<file path="config.mk">
export PLATFORM = sky130hd
export DESIGN_NAME = vls_unit
export DESIGN_NICKNAME = d
export VERILOG_FILES = /design/src/rtl/vls_pkg.sv /design/src/rtl/vls_seq.sv /design/src/rtl/vls_agen.sv /design/src/rtl/vls_wb.sv /design/src/rtl/vls_unit.sv
export SDC_FILE = /design/constraint.sdc
export NUM_CORES = 1
export LEC_CHECK = 0
export BUFFER_PORTS_ARGS = -buffer_cell sky130_fd_sc_hd__buf_2
export CORE_AREA = 5 5 149 151
export CTS_CLUSTER_SIZE = 10
export DETAILED_ROUTE_END_ITERATION = 6
export DIE_AREA = 0 0 154 156
export RECOVER_POWER = 50
export SYNTH_ARGS = -nofsm -noshare
export SYNTH_HDL_FRONTEND = slang
export SYNTH_SLANG_ARGS = --single-unit
</file>
<file path="constraint.sdc">
create_clock -name clk -period 2.7 [get_ports clk]
set_input_delay 0.54 -clock clk [delete_from_list [all_inputs] [get_ports clk]]
set_output_delay 0.54 -clock clk [all_outputs]
set_load 0.02 [all_outputs]
</file>
<file path="src/rtl/vls_pkg.sv">
package vls_pkg;
  typedef enum logic {
    VLS_IDLE = 1'b0,
    VLS_RUN  = 1'b1
  } vls_state_e;
endpackage

</file>
<file path="src/rtl/vls_seq.sv">
module vls_seq
  import vls_pkg::*;
#(
  parameter int MAX_VL = 64,
  parameter int VL_W   = $clog2(MAX_VL + 1),
  parameter int IDX_W  = $clog2(MAX_VL)
) (
  input  logic             clk,
  input  logic             rst_n,
  input  logic             accept,
  input  logic [VL_W-1:0]  vl,
  output logic             busy,
  output logic [IDX_W-1:0] idx,
  output logic             done
);
  localparam logic [VL_W-1:0] VL_CAP = VL_W'(MAX_VL);

  function automatic logic [VL_W-1:0] clamp_vl(input logic [VL_W-1:0] req);
    return (req > VL_CAP) ? VL_CAP : req;
  endfunction

  vls_state_e       state_q;
  logic [IDX_W-1:0] idx_q, last_q;
  logic             done_q;
  logic [VL_W-1:0]  vl_eff;

  assign vl_eff = clamp_vl(vl);

  always_ff @(posedge clk) begin
    if (!rst_n) begin
      state_q <= VLS_IDLE;
      idx_q   <= '0;
      last_q  <= '0;
      done_q  <= 1'b0;
    end else begin
      done_q <= 1'b0;
      case (state_q)
        VLS_IDLE: if (accept) begin
          if (vl_eff == '0) begin
            done_q <= 1'b1;
          end else begin
            state_q <= VLS_RUN;
            idx_q   <= '0;
            last_q  <= IDX_W'(vl_eff - 1'b1);
          end
        end
        default: begin
          if (idx_q == last_q) begin
            state_q <= VLS_IDLE;
            done_q  <= 1'b1;
          end else begin
            idx_q <= idx_q + 1'b1;
          end
        end
      endcase
    end
  end

  assign busy = (state_q == VLS_RUN);
  assign idx  = idx_q;
  assign done = done_q;

  AST_DONE_SINGLE: assert property (@(posedge clk) disable iff (!rst_n)
    done_q |=> !done_q);
  AST_IDX_IN_RANGE: assert property (@(posedge clk) disable iff (!rst_n)
    busy |-> (idx_q <= last_q));
endmodule

</file>
<file path="src/rtl/vls_agen.sv">
module vls_agen #(
  parameter int ADDR_W = 16,
  parameter int IDX_W  = 6
) (
  input  logic              clk,
  input  logic              rst_n,
  input  logic              load,
  input  logic              step,
  input  logic [ADDR_W-1:0] base,
  input  logic [ADDR_W-1:0] stride,
  input  logic [IDX_W-1:0]  idx,
  output logic [ADDR_W-1:0] addr
);
  function automatic logic [ADDR_W-1:0] elem_addr(
    input logic [ADDR_W-1:0] b,
    input logic [ADDR_W-1:0] s,
    input logic [IDX_W-1:0]  i
  );
    logic [ADDR_W+IDX_W-1:0] prod;
    prod = {{IDX_W{s[ADDR_W-1]}}, s} * (ADDR_W + IDX_W)'(i);
    return b + prod[ADDR_W-1:0];
  endfunction

  logic [ADDR_W-1:0] addr_q, base_q, stride_q;

  always_ff @(posedge clk) begin
    if (!rst_n) begin
      addr_q   <= '0;
      base_q   <= '0;
      stride_q <= '0;
    end else if (load) begin
      addr_q   <= base;
      base_q   <= base;
      stride_q <= stride;
    end else if (step) begin
      addr_q <= addr_q + stride_q;
    end
  end

  assign addr = addr_q;

  AST_ADDR_FORMULA: assert property (@(posedge clk) disable iff (!rst_n)
    step |-> (addr_q == elem_addr(base_q, stride_q, idx)));
endmodule

</file>
<file path="src/rtl/vls_wb.sv">
module vls_wb #(
  parameter int WORD_W = 64,
  parameter int IDX_W  = 6
) (
  input  logic              clk,
  input  logic              rst_n,
  input  logic              rd_fire,
  input  logic [IDX_W-1:0]  rd_idx,
  input  logic [WORD_W-1:0] rdata,
  output logic              wr_en,
  output logic [IDX_W-1:0]  wr_idx,
  output logic [WORD_W-1:0] wr_data
);
  logic             pend_q;
  logic [IDX_W-1:0] pidx_q;

  always_ff @(posedge clk) begin
    if (!rst_n) begin
      pend_q <= 1'b0;
      pidx_q <= '0;
    end else begin
      pend_q <= rd_fire;
      if (rd_fire) pidx_q <= rd_idx;
    end
  end

  assign wr_en   = pend_q;
  assign wr_idx  = pidx_q;
  assign wr_data = rdata;
endmodule

</file>
<file path="src/rtl/vls_unit.sv">
module vls_unit #(
  parameter int WORD_W = 64,
  parameter int ADDR_W = 16,
  parameter int MAX_VL = 64,
  parameter int VL_W   = $clog2(MAX_VL + 1),
  parameter int IDX_W  = $clog2(MAX_VL)
) (
  input  logic              clk,
  input  logic              rst_n,
  input  logic              start,
  input  logic              op_store,
  input  logic [ADDR_W-1:0] base,
  input  logic [ADDR_W-1:0] stride,
  input  logic [VL_W-1:0]   vl,
  input  logic              mask_en,
  input  logic [MAX_VL-1:0] mask,
  output logic              busy,
  output logic              done,
  output logic              mem_req,
  output logic              mem_we,
  output logic [ADDR_W-1:0] mem_addr,
  output logic [WORD_W-1:0] mem_wdata,
  input  logic [WORD_W-1:0] mem_rdata,
  output logic [IDX_W-1:0]  vr_rd_idx,
  input  logic [WORD_W-1:0] vr_rd_data,
  output logic              vr_wr_en,
  output logic [IDX_W-1:0]  vr_wr_idx,
  output logic [WORD_W-1:0] vr_wr_data
);
  logic              accept, run, elem_on, rd_fire;
  logic [IDX_W-1:0]  idx;
  logic              store_q, gate_q;
  logic [MAX_VL-1:0] mask_q;

  assign accept = start && !run;

  always_ff @(posedge clk) begin
    if (!rst_n) begin
      store_q <= 1'b0;
      gate_q  <= 1'b0;
      mask_q  <= '0;
    end else if (accept) begin
      store_q <= op_store;
      gate_q  <= mask_en;
      mask_q  <= mask;
    end
  end

  vls_seq #(.MAX_VL(MAX_VL), .VL_W(VL_W), .IDX_W(IDX_W)) u_seq (
    .clk(clk), .rst_n(rst_n), .accept(accept), .vl(vl),
    .busy(run), .idx(idx), .done(done)
  );

  vls_agen #(.ADDR_W(ADDR_W), .IDX_W(IDX_W)) u_agen (
    .clk(clk), .rst_n(rst_n), .load(accept), .step(run),
    .base(base), .stride(stride), .idx(idx), .addr(mem_addr)
  );

  assign elem_on   = !gate_q || mask_q[idx];
  assign mem_req   = run && elem_on;
  assign mem_we    = mem_req && store_q;
  assign rd_fire   = mem_req && !store_q;
  assign mem_wdata = vr_rd_data;
  assign vr_rd_idx = idx;
  assign busy      = run;

  vls_wb #(.WORD_W(WORD_W), .IDX_W(IDX_W)) u_wb (
    .clk(clk), .rst_n(rst_n), .rd_fire(rd_fire), .rd_idx(idx),
    .rdata(mem_rdata), .wr_en(vr_wr_en), .wr_idx(vr_wr_idx),
    .wr_data(vr_wr_data)
  );

  AST_WB_AFTER_READ: assert property (@(posedge clk) disable iff (!rst_n)
    vr_wr_en |-> $past(mem_req && !mem_we));
  AST_MASK_BLOCKS: assert property (@(posedge clk) disable iff (!rst_n)
    (run && gate_q && !mask_q[idx]) |-> !mem_req);
  AST_IDLE_QUIET: assert property (@(posedge clk) disable iff (!rst_n)
    !run |-> (!mem_req && !mem_we));
  AST_START_IGNORED: assert property (@(posedge clk) disable iff (!rst_n)
    (run && start) |=> $stable(mask_q) && $stable(store_q));
  AST_STORE_NO_WB: assert property (@(posedge clk) disable iff (!rst_n)
    (run && store_q) |=> !vr_wr_en);
endmodule

</file>
# After elaboration in Yosys (flattened, before gate mapping)
# Cells that the tools add are included.
[word_totals]
register_bits = 119
output_inout_bits = 161
wordCells = 50
inputBits = 236
[op_classes]
eq_ne = 3
mux = 17
reduce_logical = 12
n_lt_le_gt_ge = 2
n_bitwise = 2
addsub = 3
[ops]
columns = ["op", "n"]
rows = [
  ["$mux W16", 2],
  ["$mux W6", 4],
  ["$add A16 B16 Y16", 1],
  ["$mux W1", 9],
  ["$gt A7 B7 Y1 const B", 1],
  ["$logic_not A7 Y1", 1],
  ["$lt A6 B7 Y1 const B", 1],
  ["$mux W7", 1],
  ["$add A6 B1 Y6 const B", 1],
  ["$bmux W1 S6", 1],
  ["$eq A6 B6 Y1", 1],
  ["$reduce_and A3 Y1", 2],
  ["$sub A6 B1 Y6 const B", 1],
  ["$logic_and A1 B1 Y1", 4],
  ["$logic_not A1 Y1", 3],
  ["$ne A2 B1 Y1 const B", 1],
  ["$ne A2 B2 Y1 const B", 1],
  ["$not A1 Y1", 2],
  ["$reduce_bool A2 Y1", 1],
  ["$logic_or A1 B1 Y1", 1],
]

# Longest topological paths before layout
[depth]
ltp_word = 6
depth_mapped = 8
mapped_depth_nobuf = 8

# Hierarchy
# Synthesis repeated with hierarchy kept, for this count alone.
[unflattened]
cells_unflattened = 823
hier_area_um2 = 7020.5
[by_module_without_submodules]
columns = ["module", "instances", "cells_per_inst", "area_each_um2", "seq_area_each_um2"]
rows = [
  ["vls_unit", 1, 432, 3555.9, 1321.3],
  ["vls_agen", 1, 215, 1888.1, 640.6],
  ["vls_seq", 1, 91, 839.6, 280.3],
  ["vls_wb", 1, 85, 737.0, 140.1],
]

# Least setup slack after synthesis
# OpenSTA, ideal clock, no wires.
[synth_path]
kind = "register -> output"
from = "reg u_seq.idx_q[1], in the netlist u_seq.idx[1]"
to = "out mem_we"
arrival_ns = 2.190
path_stages_with_launch = 7
t_required_ns = 2.160
path_slack_ns = -0.030
path_buffers = 0
path_cell_list = "dfxtp_1 -> mux4_1 -> mux2_2 -> or3_1 -> nand4_2 -> nor2_1 -> and2_1"
[synth_between]
elab_chain_len = 5
[synth_lines]
columns = ["element", "line_no", "rtl"]
rows = [
  ["start: declaration", "vls_seq.sv:23", "logic [IDX_W-1:0] idx_q, last_q;"],
  ["start signal: assignment", "vls_seq.sv:52", "idx_q <= idx_q + 1'b1;"],
  ["$bmux W1 S6", "vls_unit.sv:59", "assign elem_on = !gate_q || mask_q[idx];"],
  ["$mux W1 (not written as such)", "vls_unit.sv:59", ""],
  ["$logic_or A1 B1 Y1", "vls_unit.sv:59", ""],
  ["$logic_and A1 B1 Y1", "vls_unit.sv:60", "assign mem_req = run && elem_on;"],
  ["net mem_req", "vls_unit.sv:19", "output logic mem_req,"],
  ["$logic_and A1 B1 Y1", "vls_unit.sv:61", "assign mem_we = mem_req && store_q;"],
  ["end: declaration", "vls_unit.sv:20", "output logic mem_we,"],
]
# The timed path passes the listed nets, and every way through them passes these cells. The select of a mux whose other input is x is not followed.

# Worst setup path in the final report
[layout_path]
from = "reg u_seq.idx_q[1], in the netlist u_seq.idx[1]"
to = "out mem_we"
[layout_between]
elab_chain_len = 5
[layout_lines]
columns = ["element", "line_no"]
rows = [
  ["$bmux W1 S6", "vls_unit.sv:59"],
  ["$mux W1 (not written as such)", "vls_unit.sv:59"],
  ["$logic_or A1 B1 Y1", "vls_unit.sv:59"],
  ["$logic_and A1 B1 Y1", "vls_unit.sv:60"],
  ["$logic_and A1 B1 Y1", "vls_unit.sv:61"],
]
# Every way passes these cells. The select of a mux whose other input is x is not followed.

==> metrics <==
status=finished, violations left; failing checks=negative setup slack; GRT Residual Overflow=0; hold_ws=approximately 0.36 ns; synthesized area=slightly below 0.007 sq mm; Core ar.=0.02069 sq mm; Top FF cell, synth=dfxtp_1; CP max stage cell=mux4_2; post-synth top area share=0.3488; crit path DAT=2.32 ns; CP cell instances=mux4_2 -> mux2_2 -> or3_1 -> nand4_2 -> nor2_2 -> and2_4 -> buf_6; nets=1080; router iterations before antenna repair=4; Die ar.=about 0.024 sq mm; final instance area=0.007476 sq mm; Syn Inst Count=816; initial drt markers=~260; slew margin rel.=0.2453; syn nets=around 1100; H-Tree Depth=4; row cnt=53; I/O pin cnt=397; FMAX=around 0.35 GHz; CP peak stage delay=0.50 ns; WS Path Type=reg2out; Final min period=2.855 ns; LEAKAGE=3.134 nW; worst slew pin tran=1.132 ns; first-pass GRT wire length=between 20 and 30 mm; unrepaired setup endpoints after global routing=true; Seq/Total Area, Yosys=0.3488; Final WS setup=-0.1551 ns; synth warn=0; CTS Root Buffer Type=clkbuf_16; commonest non-fill, non-tap cell in the layout=nand2_1; Max Cap Viol=0; Final HPWL DP=13.44 mm; GRT Overall Usage=0.1467; grt met3 use=0.06103; post-synth top area cell=dfxtp_1; Hold Startpoint=stride[10]; Initial Util=0.3301; pre-CTS setup slack=0.1088 ns; CTS tree=done; post-synthesis register bit count=119; critical path data required time=approximately 2.2 ns; worst-skew pair later-pin latency=0.41 ns; GRT busiest layer=met2; CP max FO=3; Routed Antenna Nets=0; Final Cycle Share=1.057; antenna violations before repair=1; fin. max-slew vios=0; clk_skew=0.008121 ns; CTS sink count=119; pin count of the biggest net entering global routing=72; Hold Vio Cnt, Final=0; FFs w/ async S/R, synth=0; met2 Track Usage GR=0.2099; Final Power=4.927 mW; DR vias=5395; post-place instance area=0.006875 sq mm; vias in the first global route=~5200; GR Util met1=0.1995; routability cong.=0.8251; Critical Path Source Type=flop; final setup vio count=2; share of layout cells above drive strength 1=0.2685; CTS Hold Bufs=0; Cell variety after synth=60; fin util=0.3613; Die W=154 um; DR WL/cell=16.15 um; diode count=0; Hold Crit Class=in2reg; drt total wl=17.97 mm; PortBufs=between 100 and 150; total CTS buffers=17; Via density=4.847; peak supply drop=around 0.00037 V; Pwr per Cell Area=between 600 and 700 mW/mm^2; syn avg cell area=8.370 sq um; P&R area growth vs syn=9.452%; Worst Setup SP=u_seq.idx[1]; synth top area cells=dfxtp_1 (35%), buf_4 (14%), nand2_1 (10%); Die H=~160 um; Max Root-Sink Buffers=2; RR Startpoint=u_agen.addr[0]; element type at the critical path end=output port; EDFF count, synth=0; most frequent cells in the layout=nand2_1 (187), buf_2 (130), dfxtp_1 (116), a21oi_1 (101), nor2_1 (31); DRC=0; clk slew on worst S/H paths=0.06 ns
[where the power goes]
group          leakage, nW  internal, mW  switching [mW]
sequential           0.979          1.88          0.0807
combinational         1.88         0.329           0.456
clock                0.272          1.29           0.893
total                 3.13          3.50            1.43
[Yosys cell counts, types with 2 or more instances]
cell	number
nand2_1	188
buf_4	129
dfxtp_1	119
a21oi_1	101
clkbuf_1	34
nor2_1	32
mux2i_1	20
ha_1	18
a211oi_1	17
o21ai_0	14
mux4_2	12
a21o_1	11
xnor2_1	10
xor2_1	9
mux2_2	7
nand3_1	6
nor2b_1	6
a2111oi_0	5
inv_1	5
a31oi_1	4
and2_1	4
clkbuf_8	4
mux4_1	4
nor3_1	4
nor4_1	4
o21bai_1	4
buf_2	3
buf_6	3
nand2b_1	3
o21a_1	3
and3_1	2
o2111ai_1	2
o31a_1	2
[stage by stage]
step	setup TNS, ns	cells
finish	-0.1932	1113
global route	-0.3897	1113
floorplan	0	816
global placement	0	1079
CTS	-0.2598	1113
detailed placement	0	1079
[final cells by class]
cell class                      instances  area [sq um]
Fill cell                            2229         13210
Multi-Input combinational cell        516          3233
Sequential cell                       119          2389
Timing Repair Buffer                  165         915.9
Clock buffer                           18         429.2
Tap cell                              275         344.1
Clock inverter                         14         141.4
Inverter                                6         23.77
[worst paths after layout]
kind | slack, ns | endpoint | cells past startpoint
max reg2reg | 0.13 | u_agen.addr[14] | 8
max | -0.16 | mem_we | 7
min | 0.36 | u_agen.stride_q[10] | 3
min reg2reg | 0.45 | mask_q[26] | 2
[flip-flops by register name, summed over array words and instances, names as in the netlist]
register         count
gate_q               1
u_seq.done           1
u_seq.idx            6
store_q              1
mask_q              64
u_seq.busy           1
u_agen.addr         16
u_wb.wr_en           1
u_seq.last_q         6
u_agen.stride_q     16
u_wb.wr_idx          6
[logic make-up (layout without fill, tap and decap cells)]
family | after synthesis | count (layout) | share of synthesized area
mux | 43 | 43 | 0.09581
xor+xnor | 19 | 19 | 0.02436
compound gates | 175 | 175 | 0.1550
flops | 119 | 119 | 0.3488
simple gates | 260 | 260 | 0.1590
buf+inv | 181 | 203 | 0.1812
fa+ha+maj | 19 | 19 | 0.03590
[critical path: cells and delay by family, from the launching register on]
family	cells	cell delay [ns]
multiplexers	2	0.78
AND/OR/NAND/NOR	4	0.64
flip-flops	1	0.36
buffers and inverters	1	0.12
[what timing repair did]
item | in CTS | in global routing
resized for setup | 9 | 8
setup buffers | 2 | 0
setup endpoints to repair | 2 | 3
pin swaps | 1 | 5
[routing by layer]
metal  wire length [um]  vias up
met3               1502       38
met1               8417     2458
met2               7711      211
met5                  0        -
li1                   -     2688
met4                340        0
(Power assumes the default switching activity.)
